$ cat config.mk
export PLATFORM = sky130hd
export DESIGN_NAME = ccd_frame_timer
export DESIGN_NICKNAME = d
export VERILOG_FILES = /design/src/rtl/ccd_tg_pkg.sv /design/src/rtl/ccd_tg_pixclk.sv /design/src/rtl/ccd_tg_seq.sv /design/src/rtl/ccd_frame_timer.sv
export SDC_FILE = /design/constraint.sdc
export NUM_CORES = 1
export LEC_CHECK = 0
export ABC_AREA = 1
export ABC_CLOCK_PERIOD_IN_PS = 2200
export BUFFER_PORTS_ARGS = -buffer_cell sky130_fd_sc_hd__buf_2
export CAP_MARGIN = 5
export CORE_AREA = 2 2 103 105
export CTS_CLUSTER_SIZE = 16
export DETAILED_ROUTE_END_ITERATION = 12
export DIE_AREA = 0 0 105 107
export PLACE_DENSITY = 0.79
export SETUP_SLACK_MARGIN = 0.05
export SYNTH_ARGS = -nofsm -noshare
export SYNTH_HDL_FRONTEND = slang
export SYNTH_SLANG_ARGS = --single-unit
$ cat constraint.sdc
create_clock -name clk -period 2.2 [get_ports clk]
set_input_delay 0.22 -clock clk [delete_from_list [all_inputs] [get_ports clk]]
set_output_delay 0.22 -clock clk [all_outputs]
set_load 0.1 [all_outputs]
$ cat src/rtl/ccd_tg_pkg.sv
package ccd_tg_pkg;
    typedef enum logic [2:0] {
        ST_IDLE  = 3'd0,
        ST_INTEG = 3'd1,
        ST_VXFER = 3'd2,
        ST_HSET  = 3'd3,
        ST_HREAD = 3'd4
    } seq_state_e;
endpackage

$ cat src/rtl/ccd_tg_pixclk.sv
// Pixel-period counter: drives the reset gate, the horizontal half flag
// and the sample strobe; restarts its period at the start of each line.
module ccd_tg_pixclk #(
    parameter int PIX_CYC = 66,
    parameter int RST_W   = 4,
    parameter int VAL_OFS = 8
) (
    input  logic clk,
    input  logic rst_n,
    input  logic restart_i,
    output logic rg_o,
    output logic first_half_o,
    output logic strobe_o
);
    localparam int PW = (PIX_CYC > 2) ? $clog2(PIX_CYC) : 1;
    localparam logic [PW-1:0] PC_LAST = PW'(PIX_CYC - 1);

    typedef struct packed {
        logic [PW-1:0] pc;
    } pix_reg_t;

    pix_reg_t pix_d, pix_q;

    always_comb begin
        pix_d = pix_q;
        if (restart_i || pix_q.pc == PC_LAST) pix_d.pc = '0;
        else                                  pix_d.pc = pix_q.pc + 1'b1;
    end

    always_ff @(posedge clk or negedge rst_n) begin
        if (!rst_n) pix_q <= '0;
        else        pix_q <= pix_d;
    end

    assign rg_o         = pix_q.pc < PW'(RST_W);
    assign first_half_o = pix_q.pc < PW'(PIX_CYC / 2);
    assign strobe_o     = pix_q.pc == PW'(VAL_OFS);

    // the counter never leaves its period
    p_pc_range_r7: assert property (@(posedge clk) disable iff (!rst_n)
        pix_q.pc <= PC_LAST);
    // a restart puts the next cycle at the head of a reset pulse
    p_restart_rg_r7: assert property (@(posedge clk) disable iff (!rst_n)
        restart_i |=> rg_o);
endmodule

$ cat src/rtl/ccd_tg_seq.sv
// Frame sequencer: exposure, vertical transfer, setup gap, line readout.
module ccd_tg_seq
    import ccd_tg_pkg::*;
#(
    parameter int V_CYC   = 6000,
    parameter int HS_CYC  = 2000,
    parameter int PIX_CYC = 66,
    parameter int PIXELS  = 1050,
    parameter int LINES   = 1046,
    parameter int INT_W   = 32
) (
    input  logic             clk,
    input  logic             rst_n,
    input  logic             start_i,
    input  logic [INT_W-1:0] integ_i,
    output seq_state_e       state_o,
    output logic             v1_o,
    output logic             v2_o,
    output logic             read_go_o
);
    localparam int LINE_CYC = 3 * V_CYC + HS_CYC + PIXELS * PIX_CYC;
    localparam int CLW      = $clog2(LINE_CYC + 1);
    localparam int TMR_W    = (INT_W > CLW) ? INT_W : CLW;
    localparam int LN_W     = (LINES > 1) ? $clog2(LINES) : 1;
    localparam logic [TMR_W-1:0] VX_LAST = TMR_W'(3 * V_CYC - 1);
    localparam logic [TMR_W-1:0] HS_LAST = TMR_W'(HS_CYC - 1);
    localparam logic [TMR_W-1:0] RD_LAST = TMR_W'(PIXELS * PIX_CYC - 1);
    localparam logic [TMR_W-1:0] V_ONE   = TMR_W'(V_CYC);
    localparam logic [TMR_W-1:0] V_TWO   = TMR_W'(2 * V_CYC);
    localparam logic [LN_W-1:0]  LN_LAST = LN_W'(LINES - 1);

    typedef struct packed {
        seq_state_e       st;
        logic [TMR_W-1:0] tmr;
        logic [LN_W-1:0]  line;
    } seq_reg_t;

    seq_reg_t seq_d, seq_q;
    logic     go_d;

    always_comb begin
        seq_d = seq_q;
        go_d  = 1'b0;
        case (seq_q.st)
            ST_IDLE: begin
                if (start_i) begin
                    seq_d.line = '0;
                    if (integ_i == '0) begin
                        seq_d.st  = ST_VXFER;
                        seq_d.tmr = VX_LAST;
                    end else begin
                        seq_d.st  = ST_INTEG;
                        seq_d.tmr = TMR_W'(integ_i) - TMR_W'(1);
                    end
                end
            end
            ST_INTEG: begin
                if (seq_q.tmr == '0) begin
                    seq_d.st  = ST_VXFER;
                    seq_d.tmr = VX_LAST;
                end else begin
                    seq_d.tmr = seq_q.tmr - 1'b1;
                end
            end
            ST_VXFER: begin
                if (seq_q.tmr == '0) begin
                    seq_d.st  = ST_HSET;
                    seq_d.tmr = HS_LAST;
                end else begin
                    seq_d.tmr = seq_q.tmr - 1'b1;
                end
            end
            ST_HSET: begin
                if (seq_q.tmr == '0) begin
                    seq_d.st  = ST_HREAD;
                    seq_d.tmr = RD_LAST;
                    go_d      = 1'b1;
                end else begin
                    seq_d.tmr = seq_q.tmr - 1'b1;
                end
            end
            ST_HREAD: begin
                if (seq_q.tmr == '0) begin
                    if (seq_q.line == LN_LAST) begin
                        seq_d.st = ST_IDLE;
                    end else begin
                        seq_d.st   = ST_VXFER;
                        seq_d.tmr  = VX_LAST;
                        seq_d.line = seq_q.line + 1'b1;
                    end
                end else begin
                    seq_d.tmr = seq_q.tmr - 1'b1;
                end
            end
            default: seq_d.st = ST_IDLE;
        endcase
    end

    always_ff @(posedge clk or negedge rst_n) begin
        if (!rst_n) begin
            seq_q.st   <= ST_IDLE;
            seq_q.tmr  <= '0;
            seq_q.line <= '0;
        end else begin
            seq_q <= seq_d;
        end
    end

    assign state_o   = seq_q.st;
    assign read_go_o = go_d;
    assign v1_o      = (seq_q.st == ST_VXFER) && (seq_q.tmr >= V_TWO);
    assign v2_o      = (seq_q.st == ST_VXFER) && (seq_q.tmr >= V_ONE) && (seq_q.tmr < V_TWO);

    // line index stays within the frame
    p_line_bound_r9: assert property (@(posedge clk) disable iff (!rst_n)
        seq_q.line <= LN_LAST);
    // vertical transfer hands over to the setup gap
    p_vx_to_gap_r4: assert property (@(posedge clk) disable iff (!rst_n)
        (seq_q.st == ST_VXFER && seq_q.tmr == '0) |=> seq_q.st == ST_HSET);
    // a start mid-line does not disturb readout
    p_start_busy_r10: assert property (@(posedge clk) disable iff (!rst_n)
        (start_i && seq_q.st == ST_HREAD && seq_q.tmr != '0) |=> seq_q.st == ST_HREAD);
endmodule

$ cat src/rtl/ccd_frame_timer.sv
module ccd_frame_timer
    import ccd_tg_pkg::*;
#(
    parameter int V_CYC   = 6000,
    parameter int HS_CYC  = 2000,
    parameter int PIX_CYC = 66,
    parameter int PIXELS  = 1050,
    parameter int LINES   = 1046,
    parameter int RST_W   = 4,
    parameter int VAL_OFS = 8,
    parameter int INT_W   = 32
) (
    input  logic             clk,
    input  logic             rst_n,
    input  logic             start,
    input  logic [INT_W-1:0] integ_cycles,
    output logic             v1,
    output logic             v2,
    output logic             h1,
    output logic             h2,
    output logic             h1_last,
    output logic             rst_gate,
    output logic             frame_active,
    output logic             line_active,
    output logic             pix_valid
);
    seq_state_e st;
    logic       read_go;
    logic       half;
    logic       strobe;

    ccd_tg_seq #(
        .V_CYC(V_CYC), .HS_CYC(HS_CYC), .PIX_CYC(PIX_CYC),
        .PIXELS(PIXELS), .LINES(LINES), .INT_W(INT_W)
    ) u_seq (
        .clk(clk), .rst_n(rst_n), .start_i(start), .integ_i(integ_cycles),
        .state_o(st), .v1_o(v1), .v2_o(v2), .read_go_o(read_go)
    );

    ccd_tg_pixclk #(
        .PIX_CYC(PIX_CYC), .RST_W(RST_W), .VAL_OFS(VAL_OFS)
    ) u_pix (
        .clk(clk), .rst_n(rst_n), .restart_i(read_go),
        .rg_o(rst_gate), .first_half_o(half), .strobe_o(strobe)
    );

    always_comb begin
        line_active  = (st == ST_HREAD);
        frame_active = (st == ST_VXFER) || (st == ST_HSET) || (st == ST_HREAD);
        h1           = line_active ? half : 1'b1;
        h2           = ~h1;
        h1_last      = h1;
        pix_valid    = line_active && strobe;
    end

    // line lands in the horizontal register on the v2 fall
    p_v2_fall_h1_r3: assert property (@(posedge clk) disable iff (!rst_n)
        $fell(v2) |-> (h1 && h1_last));
    // vertical clocks quiet outside a frame
    p_vert_quiet_r1: assert property (@(posedge clk) disable iff (!rst_n)
        !frame_active |-> (!v1 && !v2));
    // vertical phases never overlap
    p_no_overlap_r2: assert property (@(posedge clk) disable iff (!rst_n)
        !(v1 && v2));
    // sample strobe only inside readout
    p_valid_in_read_r8: assert property (@(posedge clk) disable iff (!rst_n)
        pix_valid |-> line_active);
    // readout begins with the vertical clocks already low
    p_read_after_gap_r4: assert property (@(posedge clk) disable iff (!rst_n)
        $rose(line_active) |-> $past(!v1 && !v2));
endmodule

; Word-level counts from Yosys, hierarchy flattened
; Index checks and enable logic that the tools add are counted.
[totals]
ff_bits = 53
elab_cells = 63
[op_classes]
add_sub_neg = 4
order_cmp = 5
eq_ne = 14
n_mux = 20
bitwise_logic = 1
n_reduce_logical = 15
[op_table]
columns = op, n
row1 = $pmux W32 S5, 1
row2 = $mux W32, 4
row3 = $logic_not A32 Y1, 2
row4 = $sub A32 B1 Y32 const B, 2
row5 = $mux W46, 1
row6 = $mux W43, 1
row7 = $mux W34, 1
row8 = $ge A32 B13 Y1 const B, 1
row9 = $ge A32 B14 Y1 const B, 1
row10 = $lt A32 B14 Y1 const B, 1
row11 = $pmux W11 S2, 1
row12 = $pmux W3 S5, 1
row13 = $mux W3, 4
row14 = $add A11 B1 Y11 const B, 1
row15 = $eq A11 B11 Y1 const B, 1
row16 = $mux W11, 1
row17 = $ne A2 B1 Y1 const B, 4
row18 = $add A7 B1 Y7 const B, 1
row19 = $eq A7 B4 Y1 const B, 1
row20 = $eq A7 B7 Y1 const B, 1
row21 = $lt A7 B3 Y1 const B, 1
row22 = $lt A7 B6 Y1 const B, 1
row23 = $mux W7, 1
row24 = $eq A3 B2 Y1 const B, 2
row25 = other kinds (15), 23

; Longest topological paths before layout
; Gate-level depths: netlist (run 1).
[depth]
word_depth = 5
depth_mapped = 14
depth_no_buf = 12

; Modules after synthesis
; A second synthesis (run 1) with hierarchy kept.
[unflattened]
cells_unflattened = 846
hier_area_um2 = 5059.9
[by_module_without_submodules]
columns = module, n_inst, cells_each, area_per_inst_um2, seq_area_each_um2
row1 = ccd_tg_seq, 1, 779, 4549.4, 1151.1
row2 = ccd_tg_pixclk, 1, 56, 456.7, 175.2
row3 = ccd_frame_timer, 1, 11, 53.8, 0.0

; Worst setup path after synthesis (run 1)
; No wires, ideal clock.
[synth_path]
kind = flip-flop to output port
from = reg u_seq.state_o[0] (netlist name)
to = out pix_valid
arrival_ns = 2.843
required_ns = 1.980
slack_ns = -0.863
path_stages_with_launch = 5
path_cell_list = dfrtp_1 -> nor2_1 -> nand2_1 -> buf_2 -> nor3_1
[synth_via]
elab_chain_len = 2
[synth_lines]
columns = element, line_no
row1 = $eq A3 B3 Y1, ccd_frame_timer.sv:48  ; line_active = (st == ST_HREAD);
row2 = $logic_and A1 B1 Y1, ccd_frame_timer.sv:53  ; pix_valid = line_active && strobe;
row3 = "end, declared", ccd_frame_timer.sv:25  ; output logic pix_valid
; No other way between the ends.

; Worst setup path in the final report (run 1)
[layout_path]
from = reg u_seq.seq_q[27] (netlist name)
to = out v2
[layout_via]
elab_chain_len = 3
word_cells_on_any_way = 4
cone_classes = order compare (2) / reduce/logical (2)
[layout_lines]
columns = element, line_no
row1 = "start, declared", ccd_tg_seq.sv:38  ; seq_reg_t seq_d, seq_q;
row2 = "start signal, assigned", ccd_tg_seq.sv:105  ; seq_q <= seq_d;
row3 = $ge A32 B13 Y1, ccd_tg_seq.sv:112  ; assign v2_o = (seq_q.st == ST_VXFER) && (seq_q.tmr >= V_ONE) && (seq_q.tmr < V_TWO);
row4 = $logic_and A1 B1 Y1, ccd_tg_seq.sv:112
row5 = $logic_and A1 B1 Y1 (*), ccd_tg_seq.sv:112
row6 = "end, declared", ccd_frame_timer.sv:18  ; output logic v2,
; Mark *: on every way between the ends. The rest lies on a longest branch, timed or not.

==> summary.md, run 1 <==
| Metric | Value |
|---|---|
| Status | `completed` |
| Critical path, cell by cell | `nor2_2 -> nand2_2 -> nor2_2 -> nand2_2 -> a211oi_4 -> nand2_2 -> nor2_4 -> buf_12` |
| Overflow left after global routing | `0` |
| Synthesized flop and latch total | `53` |
| Leakage power | `2.88 nW` |
| 1st-iter DRT viols | `589` |
| Largest net degree at the start of global routing | `38` |
| Initial antenna violation count | `0` |
| Unrepaired setup endpoints after global routing | `yes` |
| Crit path from | `u_seq.seq_q[27]$_DFFE_PN0P_` |
| IO buf count | `43` |
| H-tree levels | `2` |
| Fraction of layout cells with a size suffix above 1 | `15.8%` |
| Slowest CP cell | `dfrtp_1` |
| Initial Util | `49.6%` |
| Hold_sp | `integ_cycles[0]` |
| Die height | `107 um` |
| Routed Antenna Nets | `0` |
| TritonCTS clock tree | `done` |
| Via Count | `5414` |
| Ant diodes | `0` |
| Syn_nets | `890` |
| Async SR Flop Fraction | `100%` |
| Distinct cells, synth | `35` |
| Row cnt | `37` |
| Die width | `105 um` |
| EDFF count, synth | `0` |
| CP top delay family | `simple AND/OR/NAND/NOR gates` |
| Fmax | `466 MHz` |
| Sequential fraction of the synthesis area | `26.5%` |
| Slew @ Worst Pin | `618 ps` |
| Post-Route WL | `14100 um` |
| Fin Hold WS | `270 ps` |
| Fill count | `1048` |
| Post-route DRC | `0` |
| # IOs | `44` |
| Critical path's most frequent cell | `nand2_2` |
| Crit-path max cell delay | `430 ps` |
| Synthesized area | `5000 um^2` |
| Reg area | `1330 um^2` |
| Inst Count DP | `1033` |
| Element type at the critical path start | `flop` |
| Non-Filler Instances | `1050` |
| Relative slew slack | `58.8%` |
| Core area | `10100 um^2` |
| Power after layout | `0.00577 W` |
| CP Data Arrival Time | `1930 ps` |
| Worst setup path category | `reg2out` |
| Critical Path RT | `1980 ps` |
| Mapped Cells | `847` |
| Most frequent cell after synthesis | `nand2_1` |
| Worst skew pair latency | `320 ps` |
| Number of clock sinks | `53` |
| Vias in the first global route | `5017` |
| GRT Util Overall | `25.9%` |
| Worst Path Buf+Inv | `1` |
| Clock Skews | `5.29 ps` |
| Global-route wire length before repair | `23600 um` |
| Wirelength per Cell | `13.4 um` |
| Yosys top cell by area | `dfrtp_1` |
| DRT Pass-1 Iters | `5` |
| Max cap viols | `0` |
| Synth cell count leaders | `nand2_1, nor2_1, inv_1` |
| Worst hold path type | `in2reg` |
| CTS root buf | `clkbuf_8` |
| Power per cell area | `1000 nW/um^2` |
| Die area | `11200 um^2` |
| Dpl hpwl | `10800 um` |
| Clock Path Buffers | `2` |
| Final setup viols | `0` |
| Drt via density | `5.16` |
| CTS Buf Count | `5` |
| Ys Warns | `0` |
| Largest cells by area after synthesis | `dfrtp_1, nand2_1, nor2_1` |
| Final Wtd Congestion | `0.937` |
| Fin. max-slew vios | `0` |
| Nets@finish | `956` |
| Hold Fails Final Rpt | `0` |
| VDD IR max | `443 uV` |
| Area Growth Syn to Fin | `14.9%` |
| Share of Yosys cell area claimed by the top area cell type | `26.5%` |
| Top_reg_cell synth | `dfrtp_1` |
| Area occupied by multi-input gates | `3300 um^2` |
| Max FO, Critical Path | `5` |
| Minimum clock period | `2150 ps` |
| Worst setup EP type | `primary output` |
| Avg Cell Area, Syn | `5.91 um^2` |
| R2r startpoint | `u_seq.seq_q[11]$_DFFE_PN0P_` |
| Reg clk slew, reported paths | `90 ps` |
| Part of the cycle the worst path needs | `97.6%` |
==> per-stage QoR <==
step / instance area, um^2 / setup slack, ps / TNS (ps) / utilization [%]
finish: 5750 / 53.3 / 0 / 57.0
global route: 5750 / -40.4 / -40.4 / 57.0
CTS: 5620 / 4.10 / 0 / 55.7
detailed placement: 5500 / -36.8 / -151 / 54.5
global placement: 5500 / -8.13 / -13.5 / 54.5
floorplan: 5030 / -11.2 / -11.2 / -
==> cell families (layout without fill, tap and decap cells) <==
logic type      Yosys count  count (layout)  synth area share [%]
buf+inv                 113             179                  9.75
xor+xnor                 32              32                  5.60
simple gates            588             589                  49.4
compound gates           53              53                  6.73
flops                    53              53                  26.5
fa+ha+maj                 8               8                  2.00
==> metal layers <==
| layer | vias up | share of wire, % | GRT usage (%) |
|---|---|---|---|
| li1 | 2780 | - | - |
| met1 | 2412 | 45 | 35.0 |
| met2 | 198 | 47 | 44.6 |
| met3 | 24 | 5.8 | 2.49 |
| met4 | 0 | 2.1 | 6.86 |
| met5 | - | 0 | 0 |
==> worst reg2reg max path, delay by kind of cell (launching register included) <==
kind                       cells  cell delay, ps
buffers and inverters          2             360
adders and majority gates      1             150
DFF                            1             410
and+or+nand+nor                9             960
==> path summary, 6_finish.rpt <==
kind                                               end  slack (ps)  cells past startpoint
setup reg to reg           u_seq.seq_q[25]$_DFFE_PN0P_         230                     12
min in group asynchronous  u_seq.seq_q[20]$_DFFE_PN0P_         440                      2
setup / recovery                                    v2          50                      8
hold reg to reg            u_seq.seq_q[11]$_DFFE_PN0P_         520                      2
hold / removal             u_seq.seq_q[11]$_DFFE_PN0P_         270                      4
max in group asynchronous  u_seq.seq_q[31]$_DFFE_PN0P_        1170                      3
==> registers in the layout, summed over array words and instances (netlist names) <==
| name | flops |
|---|---|
| u_seq.seq_q | 43 |
| u_pix.pix_q | 7 |
| u_seq.state_o | 3 |
==> report_power, final <==
| part | total [W] | switching, W | leakage (nW) | internal, W |
|---|---|---|---|---|
| registers | 0.00166 | 0.000355 | 0.659 | 0.00131 |
| clock network | 0.000556 | 0.000329 | 0.0395 | 0.000227 |
| logic | 0.00355 | 0.00232 | 2.18 | 0.00123 |
| total | 0.00577 | 0.00301 | 2.88 | 0.00277 |
==> final cells by class <==
class	count	area share, %
repair buffers	76	8.75
inverters	95	6.36
well taps	136	2.96
clock buffers	8	1.39
multi-input cells	682	57.4
flip-flops and latches	53	23.2
==> placed cells by master (no fill, tap or decap), drive strengths merged, types with 2 or more instances in the layout <==
cell type  instances
nand2            299
nor2             163
nor3b              2
xnor2              5
dfrtp             53
clkbuf             9
and2               2
o21bai             7
inv               94
nand3             82
nand4             19
nor3              12
or2                9
ha                 8
a21oi             10
o21ai             32
xor2              27
buf               74
==> timing repair <==
action / 4_1_cts / 5_1_grt
pin swaps: 1 / 5
endpoints found under the setup margin: 27 / 20
hold endpoints to repair: 25 / 0
gates resized for setup: 6 / 27
hold buffers: 1 / 0
buffers inserted: 0 / 7
cloned: 0 / 1
Power figures use the tool's default switching activity.
==> inputs of run 2 (changes only) <==
--- a/config.mk
+++ b/config.mk
@@ -14,5 +14,5 @@
 export DETAILED_ROUTE_END_ITERATION = 12
 export DIE_AREA = 0 0 105 107
-export PLACE_DENSITY = 0.79
+export PLACE_DENSITY = 0.68
 export SETUP_SLACK_MARGIN = 0.05
 export SYNTH_ARGS = -nofsm -noshare
==> constraint.sdc (replaced) <==
create_clock -name clk -period 2.2 [get_ports clk]
set_input_delay 0.11 -clock clk [delete_from_list [all_inputs] [get_ports clk]]
set_output_delay 0.11 -clock clk [all_outputs]
set_load 0.1 [all_outputs]
==> summary.md, run 2 (synthesis gave the netlist of run 1 again) <==
| Metric | Value |
|---|---|
| Worst setup EP type | `primary output (unchanged)` |
| Die width | `105 um (unchanged)` |
| Max cap viols | `0 (unchanged)` |
| Final Wtd Congestion | `0.983 (was 0.937)` |
| Worst Path Buf+Inv | `2 (was 1)` |
| Largest register FFs | `43 (unchanged)` |
| Fraction of layout cells with a size suffix above 1 | `14.6% (was 15.8%)` |
| Fill count | `1098 (was 1048)` |
| Critical path, cell by cell | `buf_4 -> nand2_1 -> nor3_1 -> a211oi_4 -> nor2_2 -> buf_2 (was nor2_2 -> nand2_2 -> nor2_2 -> nand2_2 -> a211oi_4 -> nand2_2 -> nor2_4 -> buf_12)` |
| Core area | `10100 um^2 (unchanged)` |
| Status | `completed (unchanged)` |
| Unrepaired setup endpoints after global routing | `yes (unchanged)` |
| Vias in the first global route | `5172 (was 5017)` |
| Part of the cycle the worst path needs | `93.7% (was 97.6%)` |
| 1st-iter DRT viols | `427 (was 589)` |
| CP top delay family | `buffers and inverters (was simple AND/OR/NAND/NOR gates)` |
| Reg clk slew, reported paths | `110 ps (was 90 ps)` |
| Slowest CP cell | `buf_2 (was dfrtp_1)` |
| Die area | `11200 um^2 (unchanged)` |
| Final Util | `56.3% (was 57.0%)` |
| Hold Fails Final Rpt | `0 (unchanged)` |
| Placement-stage cell area | `5470 um^2 (was 5500 um^2)` |
| CTS Buf Count | `5 (unchanged)` |
| Initial Util | `49.6% (unchanged)` |
| Clock Path Buffers | `2 (unchanged)` |
| Initial antenna violation count | `0 (unchanged)` |
| Worst skew pair latency | `320 ps (about the same)` |
| Worst hold path type | `in2reg (unchanged)` |
| DRT Pass-1 Iters | `5 (unchanged)` |
| Post-route DRC | `0 (unchanged)` |
| Top reg by flops | `u_seq.seq_q (unchanged)` |
| Clock Skews | `12.6 ps (was 5.29 ps)` |
| Max FO, Critical Path | `6 (was 5)` |
| Drt via density | `5.23 (was 5.16)` |
| Ant diodes | `0 (unchanged)` |
| # IOs | `44 (unchanged)` |
| Element type at the critical path start | `flop (unchanged)` |
| Minimum clock period | `2060 ps (was 2150 ps)` |
| Largest net degree at the start of global routing | `39 (was 38)` |
| Leakage power | `2.84 nW (was 2.88 nW)` |
| Post-route cell area | `5680 um^2 (was 5750 um^2)` |
| Most frequent cells in the layout | `nand2_1, nor2_1, inv_1 (unchanged)` |
| Area Growth Syn to Fin | `13.5% (was 14.9%)` |
| Wirelength per Cell | `14.2 um (was 13.4 um)` |
| Final setup viols | `0 (unchanged)` |
| Fmax | `485 MHz (was 466 MHz)` |
| IO buf count | `43 (unchanged)` |
| VDD IR max | `531 uV (was 443 uV)` |
| Slew @ Worst Pin | `914 ps (was 618 ps)` |
| Relative slew slack | `39.1% (was 58.8%)` |
| Nets@finish | `948 (was 956)` |
| Via Count | `5453 (was 5414)` |
| H-tree levels | `2 (unchanged)` |
| Most common cell after layout, fill and taps aside | `nand2_1 (unchanged)` |
| Routed Antenna Nets | `0 (unchanged)` |
| Crit-path max cell delay | `420 ps (was 430 ps)` |
| Fin. max-slew vios | `0 (unchanged)` |
| Power per cell area | `1030 nW/um^2 (was 1000 nW/um^2)` |
| TritonCTS clock tree | `done (unchanged)` |
| Overflow left after global routing | `0 (unchanged)` |
| GRT Util Overall | `27.2% (was 25.9%)` |
| CP Data Arrival Time | `1950 ps (was 1930 ps)` |
| Post-Route WL | `14800 um (was 14100 um)` |
| Die height | `107 um (unchanged)` |
| Global-route wire length before repair | `24600 um (was 23600 um)` |
| Number of clock sinks | `53 (unchanged)` |
| Dpl hpwl | `11600 um (was 10800 um)` |
| Critical Path RT | `2090 ps (was 1980 ps)` |
| CTS root buf | `clkbuf_8 (unchanged)` |
| Row cnt | `37 (unchanged)` |
| Worst setup path category | `reg2out (unchanged)` |
| Reg2reg setup slack | `210 ps (was 230 ps)` |
## run 2: cell types whose count changed in the layout (fill, tap and decap cells not counted), moves of 2 or more
cell	delta
buf_2	+4
dfrtp_2	-2
clkbuf_1	-3
nand2_2	-2
buf_4	-10
dfrtp_1	+2
nand2_1	+3
inv_4	-2
## run 2: layout make-up
type                       count  area [um^2]  share of cell area (%)
multi-input combinational    681         3260                    57.4
clock buffer                   6         82.6                    1.45
clock inverter                 2         37.5                   0.661
timing repair buffer          69          432                    7.60
sequential                    53         1330                    23.4
tap                          136          170                    3.00
inverter                      95          365                    6.43
## run 2: power breakdown
group	leakage, nW	internal [W]	switching (W)
combinational	2.12	0.00114	0.00230
clock	0.0574	0.000371	0.000362
sequential	0.662	0.00130	0.000352
## run 2: worst paths after layout
path                       depth (start not counted)                            to                        start
hold reg to reg                                    2   u_seq.seq_q[11]$_DFFE_PN0P_  u_seq.seq_q[11]$_DFFE_PN0P_
hold / removal                                     4   u_seq.seq_q[11]$_DFFE_PN0P_              integ_cycles[0]
setup reg to reg                                  11   u_seq.seq_q[42]$_DFFE_PN0P_  u_seq.seq_q[16]$_DFFE_PN0P_
max in group asynchronous                          3    u_seq.seq_q[4]$_DFFE_PN0P_                        rst_n
min in group asynchronous                          2  u_seq.state_o[2]$_DFFE_PN0P_                        rst_n
setup / recovery                                   6                            v1  u_seq.seq_q[22]$_DFFE_PN0P_
## run 2: routing by layer
metal | share of wire [%] | GRT usage, % | up-vias
li1 | - | - | 2768
met1 | 45 | 34.8 | 2490
met2 | 48 | 47.4 | 163
met3 | 4.6 | 2.86 | 32
met4 | 3.1 | 10.3 | 0
met5 | 0 | 0 | -
## run 2: repair_timing
action,CTS,global route
pin swaps,0,2
hold buffers,1,0
gates resized for setup,5,15
setup buffers,0,1
setup endpoints to repair,30,14
hold endpoints to repair,36,0
## run 2: stage by stage
stage | setup WS (ps) | TNS, ps | power (W) | instances | hold WS (ps)
after detailed placement | -52.1 | -331 | 0.00492 | 1032 | 294
after global routing | 20.8 | 0 | 0.00635 | 1042 | 189
after floorplan | 63.0 | 0 | 0.00401 | 847 | -186
after CTS | 26.4 | 0 | 0.00570 | 1041 | 156
final | 138 | 0 | 0.00583 | 1042 | 162
after global placement | -59.3 | -113 | 0.00486 | 1032 | 286
## run 2: worst register-to-register path: stages, from the launching register on
cell and delay (ps):
dfrtp_1 400, buf_4 160, nor2_1 160, nand2_1 70
nor2_1 280, nand2_1 210, inv_1 240, nand4_1 110
nand3_1 100, nand2_1 50, nand2_1 60, nand2_1 60
